<file path="src/rtl/vio_regs_pkg.sv">
package vio_regs_pkg;

  localparam int unsigned CFG_BASE = 20;

  typedef enum logic [3:0] {
    RG_NONE,
    RG_DEV_FEAT,
    RG_GST_FEAT,
    RG_Q_ADDR,
    RG_Q_SIZE,
    RG_Q_SEL,
    RG_Q_NOTIFY,
    RG_STATUS,
    RG_ISR
  } vio_reg_e;

  localparam logic [1:0] BE_GUEST = 2'd0;
  localparam logic [1:0] BE_QADDR = 2'd1;
  localparam logic [1:0] BE_QSEL  = 2'd2;

  function automatic int unsigned size_bytes(input logic [1:0] code);
    return 32'd1 << code;
  endfunction

  function automatic int unsigned pow2_ceil(input int unsigned n);
    int unsigned p;
    p = 1;
    while (p < n) p = p << 1;
    return p;
  endfunction

  function automatic int unsigned window_bytes(input int unsigned cfg_bytes);
    return pow2_ceil(CFG_BASE + cfg_bytes);
  endfunction

  function automatic vio_reg_e reg_at(input logic [4:0] off);
    case (off)
      5'd0:    return RG_DEV_FEAT;
      5'd4:    return RG_GST_FEAT;
      5'd8:    return RG_Q_ADDR;
      5'd12:   return RG_Q_SIZE;
      5'd14:   return RG_Q_SEL;
      5'd16:   return RG_Q_NOTIFY;
      5'd18:   return RG_STATUS;
      5'd19:   return RG_ISR;
      default: return RG_NONE;
    endcase
  endfunction

  function automatic logic [1:0] reg_size_code(input vio_reg_e r);
    case (r)
      RG_DEV_FEAT, RG_GST_FEAT, RG_Q_ADDR: return 2'd2;
      RG_Q_SIZE, RG_Q_SEL, RG_Q_NOTIFY:    return 2'd1;
      RG_STATUS, RG_ISR:                   return 2'd0;
      default:                             return 2'd3;
    endcase
  endfunction

endpackage

</file>
<file path="src/rtl/vio_reg_decode.sv">
module vio_reg_decode
  import vio_regs_pkg::*;
#(
  parameter int unsigned ADDR_W        = 5,
  parameter int unsigned DEV_CFG_BYTES = 10
) (
  input  logic              clk,
  input  logic              rst_n,
  input  logic              req_valid,
  input  logic              req_write,
  input  logic [ADDR_W-1:0] req_offset,
  input  logic [1:0]        req_size,
  output vio_reg_e          dec_reg,
  output logic              dec_ok,
  output logic              dec_cfg_hit,
  output logic              dec_warn,
  output logic              dec_fatal
);

  localparam int unsigned CFG_END = CFG_BASE + DEV_CFG_BYTES;

  logic        in_regs;
  logic        cfg_fit;
  logic        width_ok;
  int unsigned span_end;

  always_comb begin
    in_regs     = (32'(req_offset) < CFG_BASE);
    span_end    = 32'(req_offset) + size_bytes(req_size);
    cfg_fit     = !in_regs && (span_end <= CFG_END);
    dec_reg     = in_regs ? reg_at(5'(req_offset)) : RG_NONE;
    width_ok    = (req_size == reg_size_code(dec_reg));
    dec_ok      = 1'b0;
    dec_cfg_hit = 1'b0;
    dec_warn    = 1'b0;
    dec_fatal   = 1'b0;
    if (req_valid) begin
      if (!in_regs) begin
        dec_cfg_hit = cfg_fit;
        dec_fatal   = !cfg_fit;
      end else if (dec_reg == RG_NONE) begin
        dec_fatal = 1'b1;
      end else if (req_write && (dec_reg == RG_DEV_FEAT || dec_reg == RG_ISR)) begin
        dec_warn = 1'b1;
      end else if (req_write && dec_reg == RG_Q_SIZE) begin
        dec_fatal = 1'b1;
      end else if (width_ok) begin
        dec_ok = 1'b1;
      end else begin
        dec_fatal = 1'b1;
      end
    end
  end

  AST_DEC_ONE_OUTCOME: assert property (@(posedge clk) disable iff (!rst_n)
    req_valid |-> $countones({dec_ok, dec_cfg_hit, dec_warn, dec_fatal}) == 1);
  AST_DEC_IDLE_QUIET: assert property (@(posedge clk) disable iff (!rst_n)
    !req_valid |-> !(dec_ok || dec_cfg_hit || dec_warn || dec_fatal));

endmodule

</file>
<file path="src/rtl/vio_irq_unit.sv">
module vio_irq_unit (
  input  logic clk,
  input  logic rst_n,
  input  logic kick,
  input  logic isr_rd,
  output logic pending
);

  always_ff @(posedge clk) begin
    if (!rst_n)      pending <= 1'b0;
    else if (kick)   pending <= 1'b1;
    else if (isr_rd) pending <= 1'b0;
  end

  AST_KICK_RAISES: assert property (@(posedge clk) disable iff (!rst_n)
    kick |=> pending);
  AST_READ_CLEARS: assert property (@(posedge clk) disable iff (!rst_n)
    (isr_rd && !kick) |=> !pending);
  AST_PEND_HOLDS: assert property (@(posedge clk) disable iff (!rst_n)
    (!isr_rd && !kick) |=> $stable(pending));

endmodule

</file>
<file path="src/rtl/vio_notify_unit.sv">
module vio_notify_unit #(
  parameter int unsigned IDX_W = 16
) (
  input  logic             clk,
  input  logic             rst_n,
  input  logic             wr,
  input  logic [IDX_W-1:0] wdata,
  output logic [IDX_W-1:0] stored,
  output logic             pulse
);

  always_ff @(posedge clk) begin
    if (!rst_n) begin
      stored <= '0;
      pulse  <= 1'b0;
    end else begin
      pulse <= wr;
      if (wr) stored <= wdata;
    end
  end

  AST_NOTIFY_PULSE: assert property (@(posedge clk) disable iff (!rst_n)
    wr |=> (pulse && stored == $past(wdata)));
  AST_NOTIFY_HOLD: assert property (@(posedge clk) disable iff (!rst_n)
    !wr |=> (!pulse && $stable(stored)));

endmodule

</file>
<file path="src/rtl/vio_legacy_regs.sv">
module vio_legacy_regs
  import vio_regs_pkg::*;
#(
  parameter  int unsigned DEV_CFG_BYTES = 10,
  localparam int unsigned WINDOW_BYTES  = window_bytes(DEV_CFG_BYTES),
  localparam int unsigned ADDR_W        = $clog2(WINDOW_BYTES)
) (
  input  logic              clk,
  input  logic              rst_n,
  input  logic              req_valid,
  input  logic              req_write,
  input  logic [ADDR_W-1:0] req_offset,
  input  logic [1:0]        req_size,
  input  logic [31:0]       req_wdata,
  output logic              rsp_valid,
  output logic [31:0]       rsp_rdata,
  output logic              err_warn,
  output logic              err_fatal,
  output logic              cfg_valid,
  output logic              cfg_write,
  output logic [ADDR_W-1:0] cfg_offset,
  output logic [1:0]        cfg_size,
  output logic [31:0]       cfg_wdata,
  input  logic [31:0]       cfg_rdata,
  input  logic [31:0]       dev_features,
  output logic              be_we,
  output logic [1:0]        be_sel,
  output logic [31:0]       be_wdata,
  input  logic [31:0]       be_guest_features,
  input  logic [31:0]       be_queue_addr,
  input  logic [15:0]       be_queue_sel,
  input  logic [15:0]       be_queue_size,
  output logic              notify_valid,
  output logic [15:0]       notify_index,
  output logic [7:0]        dev_status,
  input  logic              kick,
  output logic              irq
);

  vio_reg_e    dec_reg;
  logic        dec_ok, dec_cfg_hit, dec_warn, dec_fatal;
  logic        isr_rd, nt_wr, st_wr;
  logic        pending;
  logic [31:0] rd_word;

  vio_reg_decode #(
    .ADDR_W        (ADDR_W),
    .DEV_CFG_BYTES (DEV_CFG_BYTES)
  ) i_decode (
    .clk         (clk),
    .rst_n       (rst_n),
    .req_valid   (req_valid),
    .req_write   (req_write),
    .req_offset  (req_offset),
    .req_size    (req_size),
    .dec_reg     (dec_reg),
    .dec_ok      (dec_ok),
    .dec_cfg_hit (dec_cfg_hit),
    .dec_warn    (dec_warn),
    .dec_fatal   (dec_fatal)
  );

  assign isr_rd = dec_ok && !req_write && (dec_reg == RG_ISR);
  assign nt_wr  = dec_ok &&  req_write && (dec_reg == RG_Q_NOTIFY);
  assign st_wr  = dec_ok &&  req_write && (dec_reg == RG_STATUS);

  vio_irq_unit i_irq (
    .clk     (clk),
    .rst_n   (rst_n),
    .kick    (kick),
    .isr_rd  (isr_rd),
    .pending (pending)
  );
  assign irq = pending;

  vio_notify_unit #(.IDX_W(16)) i_notify (
    .clk    (clk),
    .rst_n  (rst_n),
    .wr     (nt_wr),
    .wdata  (req_wdata[15:0]),
    .stored (notify_index),
    .pulse  (notify_valid)
  );

  // Device-configuration forwarding, same cycle as the request
  assign cfg_valid  = dec_cfg_hit;
  assign cfg_write  = req_write;
  assign cfg_offset = req_offset - ADDR_W'(CFG_BASE);
  assign cfg_size   = req_size;
  assign cfg_wdata  = req_wdata;

  // Backend write-through
  always_comb begin
    be_we    = 1'b0;
    be_sel   = BE_GUEST;
    be_wdata = req_wdata;
    if (dec_ok && req_write) begin
      case (dec_reg)
        RG_GST_FEAT: begin be_we = 1'b1; be_sel = BE_GUEST; end
        RG_Q_ADDR:   begin be_we = 1'b1; be_sel = BE_QADDR; end
        RG_Q_SEL:    begin be_we = 1'b1; be_sel = BE_QSEL;  end
        default:     be_we = 1'b0;
      endcase
    end
  end

  always_comb begin
    case (dec_reg)
      RG_DEV_FEAT: rd_word = dev_features;
      RG_GST_FEAT: rd_word = be_guest_features;
      RG_Q_ADDR:   rd_word = be_queue_addr;
      RG_Q_SIZE:   rd_word = {16'h0, be_queue_size};
      RG_Q_SEL:    rd_word = {16'h0, be_queue_sel};
      RG_Q_NOTIFY: rd_word = {16'h0, notify_index};
      RG_STATUS:   rd_word = {24'h0, dev_status};
      RG_ISR:      rd_word = {31'h0, pending};
      default:     rd_word = 32'h0;
    endcase
  end

  always_ff @(posedge clk) begin
    if (!rst_n) begin
      rsp_valid  <= 1'b0;
      rsp_rdata  <= 32'h0;
      err_warn   <= 1'b0;
      err_fatal  <= 1'b0;
      dev_status <= 8'h0;
    end else begin
      rsp_valid <= req_valid;
      err_warn  <= dec_warn;
      err_fatal <= dec_fatal;
      if (!req_write && dec_ok)           rsp_rdata <= rd_word;
      else if (!req_write && dec_cfg_hit) rsp_rdata <= cfg_rdata;
      else                                rsp_rdata <= 32'h0;
      if (st_wr) dev_status <= req_wdata[7:0];
    end
  end

  AST_RSP_FOLLOWS: assert property (@(posedge clk) disable iff (!rst_n)
    req_valid |=> rsp_valid);
  AST_ERR_EXCLUSIVE: assert property (@(posedge clk) disable iff (!rst_n)
    !(err_warn && err_fatal));
  AST_CFG_NOT_BACKEND: assert property (@(posedge clk) disable iff (!rst_n)
    cfg_valid |-> (!be_we && !nt_wr && !st_wr));
  AST_STATUS_STORE: assert property (@(posedge clk) disable iff (!rst_n)
    st_wr |=> dev_status == $past(req_wdata[7:0]));
  AST_FATAL_NO_DATA: assert property (@(posedge clk) disable iff (!rst_n)
    err_fatal |-> rsp_rdata == 32'h0);

endmodule

</file>
<file path="config.mk">
export PLATFORM = sky130hd
export DESIGN_NAME = vio_legacy_regs
export DESIGN_NICKNAME = d
export VERILOG_FILES = /design/src/rtl/vio_regs_pkg.sv /design/src/rtl/vio_reg_decode.sv /design/src/rtl/vio_irq_unit.sv /design/src/rtl/vio_notify_unit.sv /design/src/rtl/vio_legacy_regs.sv
export SDC_FILE = /design/constraint.sdc
export NUM_CORES = 1
export LEC_CHECK = 0
export BUFFER_PORTS_ARGS = -buffer_cell sky130_fd_sc_hd__buf_2
export CORE_AREA = 2 2 133 135
export DETAILED_ROUTE_END_ITERATION = 12
export DIE_AREA = 0 0 135 137
export PLACE_DENSITY = 0.64
export SLEW_MARGIN = 5
export SYNTH_ARGS = -nofsm -noshare
export SYNTH_HDL_FRONTEND = slang
export SYNTH_SLANG_ARGS = --single-unit
</file>
<file path="constraint.sdc">
create_clock -name clk -period 2.9 [get_ports clk]
set_input_delay 0.145 -clock clk [delete_from_list [all_inputs] [get_ports clk]]
set_output_delay 0.145 -clock clk [all_outputs]
set_load 0.02 [all_outputs]
</file>
Word-level counts from Yosys, hierarchy flattened
Memories as Yosys holds them, arrays and structs flattened.
Index checks and enable logic that the tools add are counted.
{"block": "op_classes", "n_shift": 1, "n_eq_ne": 9, "n_bitwise": 3, "add_sub_neg": 2, "muxes": 24, "order_cmp": 2, "n_reduce_logical": 18}
{"operator": "one-hot mux 32 bit (8 select lines)", "n": 1}
{"operator": "two-way mux 32 bit", "n": 2}
{"operator": "adder 5 x 32 -> 32 bit", "n": 1}
{"operator": "<= comparator 32 x 5 -> 1 bit, second input constant", "n": 1}
{"operator": "left shift 1 x 2 -> 32 bit, first input constant", "n": 1}
{"operator": "two-way mux 1 bit", "n": 18}
{"operator": "== test 4 x 3 -> 1 bit, second input constant", "n": 4}
{"operator": "logical AND 1 bit", "n": 9}
{"operator": "== test 4 x 2 -> 1 bit, second input constant", "n": 2}
{"operator": "less-than comparator 5 bit, second input constant", "n": 1}
{"operator": "subtractor 5 bit, second input constant", "n": 1}
{"operator": "== test 4 x 1 -> 1 bit, second input constant", "n": 1}
{"operator": "== test 4 bit, second input constant", "n": 1}
{"operator": "logical NOT 4 bit", "n": 1}
{"operator": "two-way mux 4 bit", "n": 1}
{"operator": "one-hot mux 2 bit (2 select lines)", "n": 1}
{"operator": "OR reduction 4 bit", "n": 1}
{"operator": "logical NOT 1 bit", "n": 3}
{"operator": "inverter 1 bit", "n": 3}
{"operator": "OR reduction 3 bit", "n": 1}
{"operator": "== test 2 bit", "n": 1}
{"operator": "two-way mux 2 bit", "n": 1}
{"operator": "AND reduction 2 bit", "n": 1}
{"operator": "nonzero test 2 bit", "n": 1}
{"operator": "logical OR 1 bit", "n": 1}
{"block": "word_totals", "romBits": 160, "memories": 2, "ff_bits": 61, "out_inout_bits": 137, "in_bits": 204}
{"memory": "(no name shown)", "depth": 32, "width": 4, "rd": 1, "rd_clocked_by_memory_dff": 0, "wr": 0, "line_no": "vio_regs_pkg.sv:37", "source": "case (off)"}
{"memory": "(no name shown)", "depth": 16, "width": 2, "rd": 1, "rd_clocked_by_memory_dff": 0, "wr": 0, "line_no": "vio_regs_pkg.sv:51", "source": "case (r)"}

Logic depth before layout (Yosys ltp)
An unclocked memory read counts as a cell.
{"block": "depth", "word_depth": 14, "mapped_depth": 10, "mapped_depth_nobuf": 9}

Hierarchy
A second synthesis with hierarchy kept.
{"block": "unflattened", "hier_cells": 489, "hier_area_um2": 4395.5}
{"module": "vio_legacy_regs", "seq_area_each_um2": 860.8, "cells_per_inst": 382, "instances": 1, "area_per_inst_um2": 3334.4}
{"module": "vio_notify_unit", "seq_area_each_um2": 340.3, "cells_per_inst": 53, "instances": 1, "area_per_inst_um2": 643.1}
{"module": "vio_reg_decode", "seq_area_each_um2": 0.0, "cells_per_inst": 51, "instances": 1, "area_per_inst_um2": 376.6}
{"module": "vio_irq_unit", "seq_area_each_um2": 20.0, "cells_per_inst": 3, "instances": 1, "area_per_inst_um2": 41.3}

Worst setup path after synthesis
OpenSTA, ideal clock, no wires.
{"block": "synth_path", "path_type": "input port to output port", "startpoint": "in req_size[0]", "endpoint": "out cfg_valid", "t_required_ns": 2.755, "path_stages": 9, "setup_slack_ns": 0.707, "n_path_buf": 0, "arrival_time_ns": 2.048, "path_cell_list": "nor2_1 -> ha_1 -> inv_1 -> fa_1 -> xor2_1 -> nor3_1 -> maj3_1 -> or2_2 -> nor2_1"}
{"block": "synth_via", "elab_chain_len": 6}
{"element": "from (decl)", "line_no": "vio_legacy_regs.sv:13", "source": "input logic [1:0] req_size,"}
{"element": "left shift 1 x 2 -> 32 bit", "line_no": "vio_regs_pkg.sv:22", "source": "return 32'd1 << code;"}
{"element": "adder 5 x 32 -> 32 bit", "line_no": "vio_reg_decode.sv:29", "source": "span_end = 32'(req_offset) + size_bytes(req_size);"}
{"element": "<= comparator 32 x 5 -> 1 bit", "line_no": "vio_reg_decode.sv:30", "source": "cfg_fit = !in_regs && (span_end <= CFG_END);"}
{"element": "logical AND 1 bit", "line_no": "vio_reg_decode.sv:30"}
{"element": "two-way mux 1 bit", "line_no": "vio_reg_decode.sv:38", "source": "if (!in_regs) begin"}
{"element": "two-way mux 1 bit", "line_no": "vio_reg_decode.sv:37", "source": "if (req_valid) begin"}
{"element": "to (decl)", "line_no": "vio_legacy_regs.sv:19", "source": "output logic cfg_valid,"}
Every way passes these cells.

Final worst setup path
Ends and elaborated chain as after synthesis.

==> summary.md <==
| Metric | Value |
|---|---|
| Crit-path max FO | 9 |
| Startpoint Class | input pin |
| Crit-path cells | buf_2 > nor2_1 > ha_1 > inv_1 > fa_1 > xor2_1 > nor3_1 > maj3_1 > or2_2 > nor2_1 > buf_2 |
| PD cells | 442 mW/mm2 |
| Worst setup EP type | primary output |
| Fin crit share | 84.0% |
| Worst-Margin Slew | 648 ps |
| CP arrival | 2290 ps |
| Worst-Skew Late Latency | 340 ps |
| Fraction of layout cells with a size suffix above 1 | 48.9% |
| Slowest cell on the critical path | maj3_1 |
| Final worst path period need | 2440 ps |
| DR vias/cell | 4.72 |
| Hold Path Depth | 2 |
| Horiz. Die Dim | 135 um |
| Largest net degree at the start of global routing | 43 |
| Slowest Stage Delay on Critical Path | 400 ps |
| Gpl congestion | 0.888 |
| Post-Synth Simple-Gate Area | 17.6% |
| Drt pass-1 iters | 5 |
| Post-Synth Adder-Cell Area | 2.28% |
| Die Y | 137 um |
| DRT Wirelength | 17.6 mm |
| Grt total ovfl | 0 |
| Synthesized area per cell | 8.74 um2 |
| Post-synth top flop | dfxtp_1 |
| Hold EP | rsp_rdata[20] |
| Initial core utilization | 23.8% |
| DR vias | 4316 |
| Combinational family with the most area after synthesis | compound AO/OA/AOI/OAI gates |
| Drt drc | 0 |
| Root buffer cell | clkbuf_16 |
| HP Class | in2reg |
| CTS Sinks | 61 |
| Clk buf depth | 2 |
| RSZ-0062 raised after global routing | false |
| R2R Path Start | i_notify.stored[7] |
| DRT iter0 DRCs | 240 |
| Netlist Area Pre-Place | 0.00406 mm2 |
| Rows | 48 |
| Finished Core Util | 32.7% |
| Final Hold Viols | 0 |
| VDD IR max | 0.246 mV |
| GRT Overall Usage | 18.1% |
| TritonCTS Buffers | 9 |
| Leak Pwr | 0.00301 uW |
| CTS tree | built |
| Syn Nets | 675 |
| RR Endpoint | rsp_rdata[7] |
| Post_cts resized | 0 |
| Vias in the first global route | 4173 |
| Pwr Total | 2470 uW |
| Flops & latches, synth | 61 |
| Port bufs | 292 |
| Core area | 0.0171 mm2 |
| Worst reg-to-reg path cell count | 3 |
| Final nets | 893 |
| Design area | 0.00558 mm2 |
| Sum Neg Setup Slack | 0 ps |
| Avg WL per Cell | 19.2 um |
| Number of flops mapped to enable cells by yosys | 0 |
| YS warnings | 0 |
| Post-synthesis cell count | 465 |
| Sequential share of the synthesized area | 30.1% |
| Worst path required time | 2760 ps |
| Reg clk slew, reported paths | 60 ps |
| F_max | 411 MHz |
| Final setup violation count | 0 |
| Die area | 0.0185 mm2 |
| H-tree depth | 3 |
| Compound-Gate Fraction of Synth Area | 19.6% |
| IO Count | 341 |
| Synth async-reset ratio | 0% |
| HP Start | cfg_rdata[20] |
| Netlist cell types | 57 |
| Detail Route Antenna Nets | 0 |
| DP HPWL | 14.3 mm |
| Flop2flop setup slack | 1500 ps |
| Pins Over Slew Limit | 0 |
| WS Path Type | in2out |
| Max cap viols | 0 |
| Initial antenna violation count | 3 |
| Synth-to-Final Area Change | 37.3% |
| Clock Skew | 10.4 ps |
| Slew HR | 56.8% |
| Status | complete, no violations |
| Mux cell area share after synthesis | 11.6% |
| Post-Synth XOR/XNOR Area | 0.832% |
| First-pass GRT wire length | 24.2 mm |
| Placed cell area | 0.00525 mm2 |
[sequential cells by signal, indices dropped and copies added, names as in the netlist]
signal	flops
err_warn	1
i_notify.stored	16
dev_status	8
i_irq.pending	1
i_notify.pulse	1
rsp_rdata	32
rsp_valid	1
err_fatal	1
[cells by family (layout without fill, tap and decap cells)]
family	Yosys count	after routing
xor gates and xnor gates	3	3
DFF	61	61
muxes	47	47
and+or+nand+nor	136	136
AOI/OAI and AO/OA	100	100
adders and majority gates	7	7
buffers and inverters	111	333
other	0	2
[where the power goes]
part | switching (uW) | leakage (uW) | internal [uW]
clock network | 397 | 0.000152 | 769
logic | 253 | 0.00236 | 195
registers | 3.35 | 0.000493 | 848
[layout make-up]
class	instances	area, um2
Sequential cell	61	1220
Fill cell	1798	11500
Clock buffer	11	243
Inverter	9	33.8
Multi-Input combinational cell	293	2120
Timing Repair Buffer	309	1600
Antenna cell	2	5.00
Clock inverter	4	72.6
Tap cell	225	282
[cells in the mapped netlist (2+ instances only)]
library cell  count  share of area [%]
a21o_1            2               0.37
a21oi_1           4               0.49
a221oi_1          4               0.86
a222oi_1         14                3.4
a22o_1           31                6.7
a22oi_1          16                3.0
and2_1            4               0.62
and3_1            7                1.1
and4b_1           2               0.49
buf_2            11                1.4
buf_4            76                 14
buf_6             2               0.55
clkbuf_1         11                1.0
dfxtp_1          61                 30
ha_1              5                1.5
inv_1             8               0.74
mux2i_1          46                 11
nand2_1          79                7.3
nand3_1           9                1.1
nand4_1           2               0.31
nor2_1            7               0.65
nor2b_1           4               0.62
nor3_1            4               0.49
nor4_1            2               0.31
o211ai_1          2               0.37
o21a_1            2               0.37
o21ai_0          15                1.8
o2bb2ai_1         6                1.3
[metal layers]
layer / global-route usage, % / vias to the layer above / share of wire [%]
met1: 21.8 / 1977 / 41
li1: - / 2060 / -
met3: 4.59 / 28 / 9.1
met2: 30.9 / 249 / 48
met4: 7.06 / 2 / 1.7
met5: 0 / - / 0.074
[stage by stage]
stage	hold slack (ps)	cells	worst slack, ps
final	24.3	914	465
after global routing	5.87	913	351
after floorplan	269	465	707
after global placement	290	896	518
after CTS	3.93	912	467
after detailed placement	290	896	433
[critical path: cells and delay by family]
kind,cells,cell delay [ps]
adders and majority gates,3,970
and+or+nand+nor,4,640
xor gates and xnor gates,1,160
buffers and inverters,3,370
[layout by cell type (no fill, tap or decap), types with 6 or more instances in the layout]
cell type and instances:
and3_1 7, mux2i_1 46, nand3_1 9, nand2_1 79, nor2_1 7, a222oi_1 14
a22oi_1 16, inv_1 8, clkbuf_16 9, dfxtp_1 61, a22o_1 31, buf_4 15
o2bb2ai_1 6, buf_2 292, o21ai_0 15
[worst max path at each step]
stage	cells past startpoint	to	slack, ps	start
3_3_place_gp	11	rsp_rdata[20]	520	req_size[0]
6_report	11	cfg_valid	460	req_size[0]
4_1_cts	11	cfg_valid	470	req_size[0]
5_1_grt	11	cfg_valid	350	req_size[0]
3_5_place_dp	11	rsp_rdata[21]	430	req_size[0]
2_1_floorplan	9	cfg_valid	710	req_size[0]
[timing repair]
action / in CTS / in global routing
setup buffers: 0 / 0
endpoints found under the hold margin: 1 / 0
hold buffers: 1 / 0
setup endpoints to repair: 0 / 0
No activity file was read; power rests on OpenSTA's default activity.
